File: config.mk
export PLATFORM = sky130hd
export DESIGN_NAME = card_id_responder
export DESIGN_NICKNAME = d
export VERILOG_FILES = /design/src/rtl/card_id_pkg.sv /design/src/rtl/card_id_ctrl.sv /design/src/rtl/card_id_datapath.sv /design/src/rtl/card_id_responder.sv
export SDC_FILE = /design/constraint.sdc
export NUM_CORES = 1
export LEC_CHECK = 0
export BUFFER_PORTS_ARGS = -buffer_cell sky130_fd_sc_hd__buf_2
export CAP_MARGIN = 5
export CORE_MARGIN = 2
export CORE_UTILIZATION = 30
export CTS_CLUSTER_DIAMETER = 120
export DETAILED_ROUTE_END_ITERATION = 16
export GPL_ROUTABILITY_DRIVEN = 0
export GPL_TIMING_DRIVEN = 1
export MAX_ROUTING_LAYER = met4
export PLACE_DENSITY = 0.59
export RECOVER_POWER = 50
export SETUP_SLACK_MARGIN = 0.1
export SLEW_MARGIN = 20
export SYNTH_ARGS = -nofsm -noshare
export SYNTH_HDL_FRONTEND = slang
export SYNTH_SLANG_ARGS = --single-unit
File: constraint.sdc
create_clock -name clk -period 1.4 [get_ports clk]
set_input_delay 0.14 -clock clk [delete_from_list [all_inputs] [get_ports clk]]
set_output_delay 0.14 -clock clk [all_outputs]
set_load 0.02 [all_outputs]
File: src/rtl/card_id_pkg.sv
package card_id_pkg;

  typedef enum logic [1:0] {
    RG_NONE   = 2'd0,
    RG_IDENT  = 2'd1,
    RG_STATUS = 2'd2,
    RG_PAGE   = 2'd3
  } regionE;

  typedef struct packed {
    logic   load;
    regionE region;
    logic [3:0] entry;
    logic   pageWrite;
  } ctrlStrobeT;

  localparam int ENTRY_COUNT = 16;
  localparam int ENTRY_BITS  = 4;
  localparam int IDENT_SPAN_BITS = ENTRY_BITS + 2;

endpackage

File: src/rtl/card_id_ctrl.sv
module card_id_ctrl
  import card_id_pkg::*;
#(
  parameter int ADDR_W = 13,
  parameter logic [ADDR_W-1:0] STAT_OFFSET = 13'h0800,
  parameter logic [ADDR_W-1:0] PAGE_OFFSET = 13'h1000,
  parameter bit RELOCATE = 1'b0
) (
  input  logic [ADDR_W-1:0] addr,
  input  logic              rdStrobe,
  input  logic              wrStrobe,
  output ctrlStrobeT        strobes
);

  logic aligned;
  logic inIdent;
  logic isStatus;
  logic isPage;

  always_comb begin
    aligned  = (addr[1:0] == 2'b00);
    inIdent  = aligned && (addr[ADDR_W-1:IDENT_SPAN_BITS] == '0);
    isStatus = RELOCATE && (addr == STAT_OFFSET);
    isPage   = (addr == PAGE_OFFSET);

    strobes.load      = rdStrobe;
    strobes.entry     = addr[IDENT_SPAN_BITS-1:2];
    strobes.pageWrite = wrStrobe && isPage;
    if (inIdent)       strobes.region = RG_IDENT;
    else if (isStatus) strobes.region = RG_STATUS;
    else if (isPage)   strobes.region = RG_PAGE;
    else               strobes.region = RG_NONE;
  end

endmodule

File: src/rtl/card_id_datapath.sv
module card_id_datapath
  import card_id_pkg::*;
#(
  parameter int ADDR_W = 13,
  parameter int DATA_W = 16,
  parameter int PAGE_W = 4,
  parameter logic [3:0] ID_CODE = 4'h0,
  parameter bit RELOCATE = 1'b0,
  parameter bit CHUNK_DIR = 1'b0,
  parameter logic [1:0] CODE_WIDTH = 2'd0,
  parameter logic [15:0] PRODUCT = 16'h0000,
  parameter logic [15:0] MANUF = 16'h0000,
  parameter logic [7:0] COUNTRY = 8'h00,
  parameter logic [23:0] PTR_BASE = 24'h000000,
  parameter logic [ADDR_W-1:0] STAT_OFFSET = 13'h0800,
  parameter int IRQ_BIT = 0,
  parameter int FIQ_BIT = 2,
  parameter bit HAS_IRQ = 1'b1,
  parameter bit HAS_FIQ = 1'b1
) (
  input  logic              clk,
  input  logic              rstN,
  input  ctrlStrobeT        strobes,
  input  logic [DATA_W-1:0] wrData,
  input  logic              irqSrc,
  input  logic              fiqSrc,
  output logic [DATA_W-1:0] rdData,
  output logic              irqPullN,
  output logic              fiqPullN
);

  localparam bit EXTENDED = (ID_CODE == 4'h0);
  localparam bit HAS_PTRS = EXTENDED && (RELOCATE || CHUNK_DIR);
  localparam logic [23:0] STAT_ADDR = RELOCATE ? (PTR_BASE + 24'(STAT_OFFSET)) : PTR_BASE;
  localparam logic [7:0] IRQ_MASK = !HAS_IRQ ? 8'h00 : (RELOCATE ? 8'(1 << IRQ_BIT) : 8'h01);
  localparam logic [7:0] FIQ_MASK = !HAS_FIQ ? 8'h00 : (RELOCATE ? 8'(1 << FIQ_BIT) : 8'h04);
  localparam logic [23:0] IRQ_ADDR = HAS_IRQ ? STAT_ADDR : 24'h0;
  localparam logic [23:0] FIQ_ADDR = HAS_FIQ ? STAT_ADDR : 24'h0;

  logic irqStat;
  logic fiqStat;
  logic [PAGE_W-1:0] page;
  logic [7:0] idTable [ENTRY_COUNT];
  logic [7:0] statusByte;
  logic [DATA_W-1:0] nextData;

  generate
    if (HAS_IRQ) begin : gIrq
      always_ff @(posedge clk or negedge rstN) begin
        if (!rstN) irqStat <= 1'b0;
        else       irqStat <= irqSrc;
      end
    end else begin : gNoIrq
      assign irqStat = 1'b0;
      wire unusedIrq = irqSrc;
    end

    if (HAS_FIQ) begin : gFiq
      always_ff @(posedge clk or negedge rstN) begin
        if (!rstN) fiqStat <= 1'b0;
        else       fiqStat <= fiqSrc;
      end
    end else begin : gNoFiq
      assign fiqStat = 1'b0;
      wire unusedFiq = fiqSrc;
    end
  endgenerate

  assign irqPullN = ~irqStat;
  assign fiqPullN = ~fiqStat;

  always_ff @(posedge clk or negedge rstN) begin
    if (!rstN)                  page <= '0;
    else if (strobes.pageWrite) page <= wrData[PAGE_W-1:0];
  end

  wire unusedWrBits = ^wrData[DATA_W-1:PAGE_W];

  always_comb begin
    for (int i = 0; i < ENTRY_COUNT; i++) idTable[i] = 8'h00;
    idTable[0] = {1'b0, ID_CODE, (RELOCATE ? 1'b0 : fiqStat), 1'b0, (RELOCATE ? 1'b0 : irqStat)};
    if (EXTENDED) begin
      idTable[1] = {4'b0000, CODE_WIDTH, RELOCATE, CHUNK_DIR};
      idTable[3] = PRODUCT[7:0];
      idTable[4] = PRODUCT[15:8];
      idTable[5] = MANUF[7:0];
      idTable[6] = MANUF[15:8];
      idTable[7] = COUNTRY;
    end
    if (HAS_PTRS) begin
      idTable[8]  = FIQ_MASK;
      idTable[9]  = FIQ_ADDR[7:0];
      idTable[10] = FIQ_ADDR[15:8];
      idTable[11] = FIQ_ADDR[23:16];
      idTable[12] = IRQ_MASK;
      idTable[13] = IRQ_ADDR[7:0];
      idTable[14] = IRQ_ADDR[15:8];
      idTable[15] = IRQ_ADDR[23:16];
    end
  end

  always_comb begin
    statusByte = 8'h00;
    if (HAS_IRQ) statusByte[IRQ_BIT] = irqStat;
    if (HAS_FIQ) statusByte[FIQ_BIT] = fiqStat;
  end

  always_comb begin
    nextData = '0;
    case (strobes.region)
      RG_IDENT:  if (page == '0) nextData[7:0] = idTable[strobes.entry];
      RG_STATUS: nextData[7:0] = statusByte;
      RG_PAGE:   nextData[PAGE_W-1:0] = page;
      default:   nextData = '0;
    endcase
  end

  always_ff @(posedge clk or negedge rstN) begin
    if (!rstN)             rdData <= '0;
    else if (strobes.load) rdData <= nextData;
  end

  AST_PRESENCE_LOW: assert property (@(posedge clk) disable iff (!rstN)
    (strobes.load && strobes.region == RG_IDENT && strobes.entry == 4'd0) |=> (rdData[1] == 1'b0 && rdData[7] == 1'b0))
    else $error("presence or conformance bit set");

  AST_IRQ_LINE: assert property (@(posedge clk) disable iff (!rstN)
    irqSrc |=> (irqPullN == !HAS_IRQ))
    else $error("irq line not following source");

  AST_FIQ_LINE: assert property (@(posedge clk) disable iff (!rstN)
    fiqSrc |=> (fiqPullN == !HAS_FIQ))
    else $error("fiq line not following source");

  AST_UPPER_LANES_ZERO: assert property (@(posedge clk) disable iff (!rstN)
    rdData[DATA_W-1:8] == '0)
    else $error("upper data lanes not zero");

  AST_PAGE_ONLY_BY_WRITE: assert property (@(posedge clk) disable iff (!rstN)
    !strobes.pageWrite |=> $stable(page))
    else $error("page changed without page write");

  AST_RDATA_HOLD: assert property (@(posedge clk) disable iff (!rstN)
    !strobes.load |=> $stable(rdData))
    else $error("read data changed without read");

endmodule

File: src/rtl/card_id_responder.sv
module card_id_responder
  import card_id_pkg::*;
#(
  parameter int ADDR_W = 13,
  parameter int DATA_W = 16,
  parameter int PAGE_W = 4,
  parameter logic [3:0] ID_CODE = 4'h0,
  parameter bit RELOCATE = 1'b1,
  parameter bit CHUNK_DIR = 1'b1,
  parameter logic [1:0] CODE_WIDTH = 2'd1,
  parameter logic [15:0] PRODUCT = 16'h1234,
  parameter logic [15:0] MANUF = 16'h0056,
  parameter logic [7:0] COUNTRY = 8'h07,
  parameter logic [23:0] PTR_BASE = 24'h3A0000,
  parameter logic [ADDR_W-1:0] STAT_OFFSET = 13'h0800,
  parameter logic [ADDR_W-1:0] PAGE_OFFSET = 13'h1000,
  parameter int IRQ_BIT = 5,
  parameter int FIQ_BIT = 3,
  parameter bit HAS_IRQ = 1'b1,
  parameter bit HAS_FIQ = 1'b0
) (
  input  logic              clk,
  input  logic              rstN,
  input  logic [ADDR_W-1:0] addr,
  input  logic              rdStrobe,
  input  logic              wrStrobe,
  input  logic [DATA_W-1:0] wrData,
  input  logic              irqSrc,
  input  logic              fiqSrc,
  output logic [DATA_W-1:0] rdData,
  output logic              irqPullN,
  output logic              fiqPullN
);

  generate
    if (CHUNK_DIR && !RELOCATE) begin : gBadCfg
      $error("chunk directory flag needs the relocated-status flag");
    end
  endgenerate

  ctrlStrobeT strobes;

  card_id_ctrl #(
    .ADDR_W(ADDR_W), .STAT_OFFSET(STAT_OFFSET),
    .PAGE_OFFSET(PAGE_OFFSET), .RELOCATE(RELOCATE)
  ) uCtrl (
    .addr(addr), .rdStrobe(rdStrobe), .wrStrobe(wrStrobe), .strobes(strobes)
  );

  card_id_datapath #(
    .ADDR_W(ADDR_W), .DATA_W(DATA_W), .PAGE_W(PAGE_W), .ID_CODE(ID_CODE),
    .RELOCATE(RELOCATE), .CHUNK_DIR(CHUNK_DIR), .CODE_WIDTH(CODE_WIDTH),
    .PRODUCT(PRODUCT), .MANUF(MANUF), .COUNTRY(COUNTRY), .PTR_BASE(PTR_BASE),
    .STAT_OFFSET(STAT_OFFSET), .IRQ_BIT(IRQ_BIT), .FIQ_BIT(FIQ_BIT),
    .HAS_IRQ(HAS_IRQ), .HAS_FIQ(HAS_FIQ)
  ) uData (
    .clk(clk), .rstN(rstN), .strobes(strobes), .wrData(wrData),
    .irqSrc(irqSrc), .fiqSrc(fiqSrc), .rdData(rdData),
    .irqPullN(irqPullN), .fiqPullN(fiqPullN)
  );

endmodule

==> results of run 1 <==
## area by class of cell
cell class                      count  area [um^2]
Timing Repair Buffer               45          269
Clock buffer                        3         22.5
Inverter                           10         37.5
Tap cell                           30         37.5
Sequential cell                    12          300
Multi-Input combinational cell     64          437
Fill cell                         264         1420
## worst reg2reg max path, cell delays in order, from the launching register on
cell,delay [ns]
dfrtp_1,0.40
nor3_2,0.19
nand4_1,0.24
buf_4,0.22
a2bb2oi_1,0.13
o22ai_1,0.11
## power breakdown
group | internal, uW | leakage, uW | switching (uW) | total, uW
Combinational | 56.8 | 0.000387 | 85.7 | 143
Sequential | 348 | 0.000165 | 0.982 | 349
Clock | 99.6 | 0.0000138 | 110 | 209
Total | 505 | 0.000566 | 196 | 701
## state kept, by name, summed over array words and instances, names as in the netlist
| name | flops |
|---|---|
| uData.page | 4 |
| uData.irqStat | 1 |
| uData.rdData | 7 |
## Yosys cell counts
library cell and n:
a21oi_1 4, a22oi_1 2, a2bb2oi_1 1, a31oi_1 1, and2_1 1, buf_1 1, buf_4 10, conb_1 2
dfrtp_1 12, ha_1 4, inv_1 10, mux2_2 5, nand2_1 9, nand2_2 1, nand2b_1 2, nand3_1 1
nand4_1 4, nor2_1 3, nor2_2 1, nor3_1 2, nor3_4 1, nor4_1 1, nor4_2 1, nor4_4 1
o21ai_0 2, o22ai_1 5, o32ai_1 1, or3_1 1
## cell families (layout without fill, tap and decap cells)
kind of cell    after synthesis  count (layout)  share of synthesized area [%]
fa+ha+maj                     4               4                           6.18
mux                           5               5                           6.95
buf+inv                      21              58                           14.4
simple gates                 29              29                           22.1
other cells                   2              10                          0.928
flops                        12              12                           37.1
compound gates               16              16                           12.4
## what timing repair did
item / 4_1_cts / 5_1_grt
endpoints found under the setup margin: 5 / 7
endpoints found under the hold margin: 13 / 0
gates resized for setup: 2 / 1
buffers inserted: 1 / 1
pin swaps: 4 / 4
hold buffers: 2 / 0
## worst min path at each step
stage | endpoint | slack [ns] | startpoint | cells after the start
after floorplan | uData.irqStat | -0.16 | rstN | 0
after global placement | uData.page[2] | 0.03 | rstN | 1
after detailed placement | uData.irqStat | 0.03 | rstN | 1
after CTS | uData.page[1] | 0.09 | wrData[1] | 2
after global routing | uData.page[1] | 0.08 | wrData[1] | 2
final | uData.page[1] | 0.09 | wrData[1] | 2
## layer usage
metal	GRT usage, %	wire length, um
met5	-	0
met1	14.3	786
met2	21.8	880
met4	4.08	17
met3	5.12	167
## through the flow
| stage | setup slack, ns | cells |
|---|---|---|
| floorplan | 0.106 | 97 |
| global placement | -0.0776 | 157 |
| detailed placement | -0.127 | 157 |
| CTS | 0.0468 | 163 |
| global route | -0.0817 | 164 |
| finish | 0.0334 | 164 |
==> impl_results.md, run 1 <==
- Fmax achieved: 732 MHz
- CP arrival: 1.55 ns
- Status: completed
- Design area: 1100 um^2
- Setup TNS Final: 0 ns
- Vias in the first global route: 742
- Nets: 175
- Worst Reg-to-Reg Cells: 5
- First-pass GRT wire length: 3140 um
- Max Cap Viol: 0
- Share of layout cells above drive strength 1: 43.3%
- # diodes: 0
- Worst Tran Pin Value: 0.666 ns
- Final setup viols: 0
- Total grt overflow: 0
- CP startpoint: uData.page[3]
- Core area: 2520 um^2
- Worst Hold Slack: 0.0901 ns
- Worst-Skew Late Latency: 0.27 ns
- Critical path's slowest cell: dfrtp_1
- Root Buffer: clkbuf_4
- Largest cells by area after synthesis: dfrtp_1 (37%), buf_4 (9.3%), mux2_2 (7.0%)
- Synth Area per Inst: 9.10 um^2
- Final Max Slew Viols: 0
- Area growth, synth to finish: 36.3%
- Post-Route Utilization: 43.8%
- Register area share after synthesis: 37.1%
- Setup CP Type: flip-flop to flip-flop
- Worst reg-to-reg setup slack: 0.03 ns
- Pwr Density: 635 nW/um^2
- Row cnt: 18
- Most frequent cells in the layout: buf_2 (28), buf_4 (14), dfrtp_1 (12)
- Die height: 55.9 um
- Worst-path cell chain: nor3_2, nand4_1, buf_4, a2bb2oi_1, o22ai_1
- DR vias/cell: 4.75
- Reg-to-Reg Start: uData.page[3]
- Final hold viol count: 0
- Post-DP HPWL: 1530 um
- Ys Warns: 0
- # DRC: 0
- Vias: 779
- Overall Global Routing Usage: 13.0%
- CP max FO: 4
- Most common cell after layout, fill and taps aside: buf_2
- #FFs+latches synth: 12
- DRT Pass-1 Iters: 4
- Final clock skew: 0.00919 ns
- Total Power: 701 uW
- Leak: 0.000566 uW
- Yosys cell types: 28
- WL per Instance: 11.3 um
- Largest net degree at the start of global routing: 13
- CP Capture Type: flip-flop
- Min-Delay Path Class: input port to flip-flop
- RSZ-0062 raised after global routing: true
- Die Wd: 55.9 um
- CTS max path bufs: 2
- IO buf count: 29
- FF-to-FF End: uData.rdData[1]
- Peak VDD IR: 0.547 mV
- Crit start category: flip-flop
- DP Area: 1030 um^2
- Worst Setup EP: uData.rdData[1]
- Detailed router's first-iteration violation count: 12
- Top Ports: 53
- Starting Density: 32.1%
- Antenna viol nets, final: 0
- Post-synth top area share: 37.1%
- Clk sinks: 12
- Routed WL: 1850 um
- Area leader, netlist: dfrtp_1
- CP top delay family: simple AND/OR/NAND/NOR gates
- CP Buf/Inv Count: 1
- Cells after synthesis: 89
- Die area: 3130 um^2
- Instance count on the critical path: 5
- Post-route minimum period: 1.37 ns
- H-tree levels: 1
- Clk slew on worst S/H paths: 0.07 ns
- Initial antenna violation count: 0
- Worst slew margin relative to its limit: 55.6%
- Final period util: 97.6%
- Inserted Clock Buffers: 3
- Critical Path Max Stage Delay: 0.40 ns
- Required @ worst endpoint: 1.59 ns
- Syn Std Cell Area: 810 um^2
- CTS tree: built
Power figures use the tool's default switching activity.
==> run 2, diff against run 1 <==
--- a/config.mk
+++ b/config.mk
@@ -14,10 +14,11 @@
 export GPL_ROUTABILITY_DRIVEN = 0
 export GPL_TIMING_DRIVEN = 1
 export MAX_ROUTING_LAYER = met4
-export PLACE_DENSITY = 0.59
+export PLACE_DENSITY = 0.58
 export RECOVER_POWER = 50
 export SETUP_SLACK_MARGIN = 0.1
 export SLEW_MARGIN = 20
 export SYNTH_ARGS = -nofsm -noshare
 export SYNTH_HDL_FRONTEND = slang
+export SYNTH_HIERARCHICAL = 1
 export SYNTH_SLANG_ARGS = --single-unit
==> run 2 against run 1 <==
  * The run now ends with negative setup slack left
  * Die area up 8.9%
  * Total power rose by 14%
  * Sequential power increased by 3%
  * Final cell count is 1.8% lower
  * Design area is 12% higher
  * Non-clock buffer count decreased by 4
  * Flip-flop and latch count unchanged
  * Area after synthesis is 9.6% higher
  * Clock skew decreased by 0.0060 ns
  * Setup slack worse by 0.24 ns
  * Core utilization grew 0.56 points
  * Wire length fell by 2.5%
  * Highest routed layer unchanged
==> impl_results.md, run 2 <==
- Vias: 764
- # DRC: 0
- Vias in the first global route: 766
- Failing checks: negative setup slack
- Placement Setup Slack: -0.557 ns
- Min-Delay Path Class: input port to flip-flop
- Root Buffer: clkbuf_4
- Row cnt: 19
- #FFs+latches synth: 12
- Pwr Density: 651 nW/um^2
- Final setup viols: 11
- Clk sinks: 12
- Top Ports: 53
- Most frequent cells in the layout: buf_2 (26), dfrtp_1 (12), conb_1 (10)
- Nets: 172
- Final Max Slew Viols: 0
- H-tree levels: 1
- Final clock skew: 0.00316 ns
- Top Registers: uData/rdData: 7 flops, uData/page: 4 flops, uData/irqStat: 1 flops
- Total grt overflow: 0
- Antenna viol nets, final: 0
- Die Wd: 58.4 um
- Post-synth top area share: 33.9%
- Area leader, netlist: dfrtp_1
- Asr flop ratio synth: 100%
- Final period util: 115%
- Die height: 58.4 um
- Ys Warns: 6
- Area growth, synth to finish: 38.9%
- Top FF cell, synth: dfrtp_1
- Commonest cells in the netlist: buf_4 (15), dfrtp_1 (12), inv_1 (9), nand2_1 (7), ha_1 (6)
- First-pass GRT wire length: 3200 um
- Core area: 2780 um^2
- Fmax achieved: 623 MHz
- Cells after synthesis: 93
- Peak VDD IR: 0.463 mV
- Most flop-heavy register: uData/rdData
- RSZ-0062 raised after global routing: true
- Register area share after synthesis: 33.9%
- Largest register FFs: 7
- CTS max path bufs: 2
- DP Area: 1060 um^2
- Routed WL: 1810 um
- DR vias/cell: 4.75
- Final setup margin: -0.205 ns
- CP arrival: 1.75 ns
- Post-Route Utilization: 44.3%
- Post-DP HPWL: 1460 um
- Post-route minimum period: 1.61 ns
- Starting Density: 31.9%
- DRT Pass-1 Iters: 4
- Share of layout cells above drive strength 1: 48.5%
- Synth Area per Inst: 9.54 um^2
- Status: finished with violations
- Overall Global Routing Usage: 12.4%
- Worst Tran Pin Value: 0.650 ns
- IO buf count: 29
- Worst slew margin relative to its limit: 56.7%
- Most common cell after layout, fill and taps aside: buf_2
- Worst-Skew Late Latency: 0.28 ns
- CP Capture Type: flip-flop
- Max Cap Viol: 0
- Inserted Clock Buffers: 3
- Number of synthesized flops with an enable pin: 0
- Setup CP Type: input port to flip-flop
- Yosys cell types: 31
- CP max FO: 6
- Largest cells by area after synthesis: dfrtp_1 (34%), buf_4 (13%), ha_1 (8.5%)
- Crit start category: input port
- Required @ worst endpoint: 1.54 ns
- Initial antenna violation count: 0
- Final hold viol count: 0
- Syn Std Cell Area: 887 um^2
- Clk slew on worst S/H paths: 0.07 ns
- Design area: 1230 um^2
- # diodes: 0
- Die area: 3410 um^2
- CTS tree: built
- Largest net degree at the start of global routing: 17
- WL per Instance: 11.2 um
- Leak: 0.000585 uW
- Most frequent cell after synthesis: buf_4
- Detailed router's first-iteration violation count: 11
==> run 2: cell families (layout without fill, tap and decap cells) <==
| family | after synthesis | count (layout) | synth area share [%] |
|---|---|---|---|
| adder cells (fa/ha/maj) | 6 | 6 | 8.46 |
| flip-flops | 12 | 12 | 33.9 |
| other | 2 | 10 | 0.847 |
| AND/OR/NAND/NOR | 29 | 29 | 21.7 |
| buffers and inverters | 25 | 54 | 16.9 |
| XOR/XNOR | 1 | 1 | 0.987 |
| AO/OA/AOI/OAI | 14 | 14 | 12.1 |
| multiplexers | 4 | 4 | 5.08 |
==> run 2: what timing repair did <==
| action | 4_1_cts | 5_1_grt |
|---|---|---|
| setup buffers | 2 | 1 |
| resized for setup | 15 | 5 |
| endpoints found under the setup margin | 11 | 11 |
| endpoints found under the hold margin | 13 | 0 |
| hold buffers | 2 | 0 |
| pin swaps | 7 | 2 |
==> run 2: final cells by class <==
type,instances,area (um^2)
repair buffers,41,255
multi-input cells,64,568
inverters,9,33.8
well taps,31,38.8
fillers,280,1550
flip-flops and latches,12,300
clock buffers,4,36.3
==> run 2: report_power, final <==
part	switching, uW	total (uW)	internal [uW]
Combinational	98.0	163	64.9
Sequential	4.71	360	355
Clock	121	279	158
==> run 2: worst paths after layout <==
path | start | end | slack [ns] | cells past startpoint
max | addr[1] | uData/rdData[5] | -0.21 | 8
max reg2reg | uData/page[1] | uData/rdData[4] | -0.05 | 3
min in group asynchronous | rstN | uData/rdData[0] | 0.39 | 2
min reg2reg | uData/rdData[3] | uData/rdData[3] | 0.54 | 2
min | wrData[0] | uData/page[0] | 0.09 | 2
max in group asynchronous | rstN | uData/rdData[5] | 0.59 | 2
==> run 2: metrics by stage <==
stage | power, uW | TNS, ns | hold WS [ns] | std cells
floorplan | 482 | -2.92 | -0.156 | 101
global placement | 515 | -4.61 | 0.0284 | 152
detailed placement | 518 | -4.85 | 0.0326 | 152
CTS | 809 | -0.873 | 0.0845 | 160
global route | 844 | -1.95 | 0.0834 | 161
finish | 802 | -1.17 | 0.0913 | 161
==> run 2: critical path, stage by stage <==
cell	delay, ns
buf_6	0.09
or4_4	0.57
nor4_4	0.35
buf_4	0.17
inv_2	0.04
ha_4	0.18
o211ai_1	0.10
a31oi_1	0.11
==> run 2: routing by layer <==
metal,GRT usage (%),share of wire (%)
met1,14.1,41
met2,21.0,50
met3,3.52,6.7
met4,3.99,1.5
met5,-,0
==> run 3, diff against run 2 <==
--- a/config.mk
+++ b/config.mk
@@ -5,7 +5,7 @@
 export SDC_FILE = /design/constraint.sdc
 export NUM_CORES = 1
 export LEC_CHECK = 0
-export BUFFER_PORTS_ARGS = -buffer_cell sky130_fd_sc_hd__buf_2
+export BUFFER_PORTS_ARGS = -buffer_cell sky130_fd_sc_hd__buf_4
 export CAP_MARGIN = 5
 export CORE_MARGIN = 2
 export CORE_UTILIZATION = 30
==> run 3 against run 2 <==
  * The flow still finishes with violations (negative setup slack)
  * Critical path depth is 1 lower
  * First-iteration DRC count shrank 45%
  * Final cell count is 1.9% higher
  * Hold slack gained 0.0072 ns
  * Core utilization increased by 3.9 points
  * Sequential share of layout area fell by 2.0 points
  * Clock skew rose by 0.0011 ns
  * Wire length grew 5.5%
  * Global-route usage fell by 0.44 points
  * Non-clock buffer count rose by 3
  * Critical path type unchanged
==> impl_results.md, run 3 (synthesized netlist as in run 2, its figures left out) <==
- Status: finished with violations
- Failing checks: negative setup slack
- Worst reg-to-reg setup slack: -0.05 ns
- Switching share of power: 26.4%
- NetSw: 215 uW
- WL met3: 117 um
- RSZ-0062 raised after global routing: true
- Fin cells: 164
- # diodes: 0
- Required @ worst endpoint: 1.57 ns
- Min-Delay Path Class: input port to flip-flop
- Area growth, synth to finish: 51.1%
- Placed instance count: 153
- Most frequent cells in the layout: buf_4 (35), dfrtp_1 (12), conb_1 (10)
- Row cnt: 19
- Final period util: 118%
- Worst Reg-to-Reg Cells: 3
- Overall Global Routing Usage: 12.0%
- H-tree levels: 1
- Die height: 58.4 um
- Clk slew on worst S/H paths: 0.08 ns
- CP max FO: 3
- Worst Tran Pin Value: 0.653 ns
- CTS max path bufs: 2
- Worst Hold Slack: 0.0985 ns
- Inserted Clock Buffers: 3
- Die area: 3410 um^2
- Worst Setup EP: uData/rdData[4]
- Total grt overflow: 0
- Leak: 0.000623 uW
- Worst-Skew Late Latency: 0.27 ns
- Root Buffer: clkbuf_4
- Largest net degree at the start of global routing: 17
- Fillers: 276
- WL per Instance: 11.6 um
- Share of layout cells above drive strength 1: 49.6%
- Sequential cell area: 300 um^2
- IO buf count: 29
- Most common cell after layout, fill and taps aside: buf_4
- M1 WL: 787 um
- Wire length on met2: 947 um
- Post-DP HPWL: 1520 um
- Final setup margin: -0.250 ns
- Largest register FFs: 7
- Nets: 175
- DRT Pass-1 Iters: 4
- Sequential power share: 44.2%
- Initial antenna violation count: 0
- Hold path cells: 2
- CP startpoint: addr[6]
- Most flop-heavy register: uData/rdData
- Routed WL: 1900 um
- Setup CP Type: input port to flip-flop
- Vias: 775
- FF-to-FF End: uData/rdData[4]
- Clk pwr share: 33.0%
- CP Capture Type: flip-flop
- Int Pwr: 602 uW
- Gate power share: 22.9%
- Top Ports: 53
- Vias in the first global route: 729
- Final clock skew: 0.00422 ns
- Pwr Density: 610 nW/um^2
- Antenna viol nets, final: 0
- CP arrival: 1.82 ns
- First-pass GRT wire length: 3130 um
- Max Cap Viol: 0
- Post-route minimum period: 1.65 ns
- Peak VDD IR: 0.684 mV
- Area occupied by multi-input gates: 577 um^2
- # DRC: 0
- Final setup viols: 11
- Uppermost layer routed: met4
- Detailed router's first-iteration violation count: 6
- Core area: 2780 um^2
- Starting Density: 31.9%
- Crit start category: input port
- Clk sinks: 12
- Final Max Slew Viols: 0
- Reg-to-Reg Start: uData/page[0]
- CTS tree: built
- Final hold viol count: 0
- Worst slew margin relative to its limit: 56.5%
- Fmax achieved: 606 MHz
- Die Wd: 58.4 um
- Top Registers: uData/rdData: 7 flops, uData/page: 4 flops, uData/irqStat: 1 flops
- DR vias/cell: 4.73
run 3: cell count changes in the layout (fill, tap and decap cells not counted), sizes merged:
cell / previous run / this run
buf: 38 / 41
run 3: how the worst min path moves through the flow:
| stage | start | end | slack (ns) |
|---|---|---|---|
| after floorplan | rstN | uData/irqStat | -0.16 |
| after detailed placement | rstN | uData/rdData[3] | -0.01 |
| after global routing | wrData[1] | uData/page[1] | 0.08 |
| final | wrData[1] | uData/page[1] | 0.1 |
| after CTS | wrData[1] | uData/page[1] | 0.08 |
| after global placement | rstN | uData/rdData[0] | -0.01 |
run 3: power groups by stage:
stage                     Combinational (uW)  Clock (uW)  Sequential [uW]
final                                    187         269              361
after global routing                     204         302              362
after CTS                                186         280              361
after detailed placement                 172           0              368
after global placement                   171           0              367
after floorplan                          106           0              376
run 3: metrics by stage:
| stage | power, uW | util (%) | worst slack (ns) | cell area, um^2 | setup TNS (ns) |
|---|---|---|---|---|---|
| 6_report | 817 | 48.2 | -0.250 | 1340 | -1.62 |
| 5_1_grt | 868 | 48.2 | -0.291 | 1340 | -2.15 |
| 4_1_cts | 827 | 46.0 | -0.216 | 1280 | -1.46 |
| 3_5_place_dp | 540 | 40.9 | -0.559 | 1140 | -5.01 |
| 3_3_place_gp | 538 | 40.9 | -0.526 | 1140 | -4.70 |
| 2_1_floorplan | 482 | - | -0.348 | 938 | -2.92 |
run 3: timing repair:
| action | in CTS | in global routing |
|---|---|---|
| setup buffers | 3 | 3 |
| hold buffers | 2 | 0 |
| setup endpoints to repair | 11 | 11 |
| hold endpoints to repair | 13 | 0 |
| resized for setup | 12 | 11 |
| pin swaps | 8 | 7 |
run 3: critical path: stages:
cell and delay, ns:
buf_6 0.09, or4_4 0.57, nor4_4 0.28, buf_4 0.19
ha_4 0.21, nand2b_1 0.13, o32ai_1 0.21
run 3: per-layer routing:
layer / vias to the layer above / global-route usage (%)
met5: - / -
met4: 0 / 5.32
met3: 6 / 2.64
met2: 38 / 19.4
met1: 346 / 14.2
li1: 385 / -
run 3: layout make-up:
type | count | share of cell area, %
clock buffer | 4 | 2.71
inverter | 9 | 2.52
multi-input combinational | 64 | 43.0
sequential | 12 | 22.4
tap | 31 | 2.89
timing repair buffer | 44 | 26.4
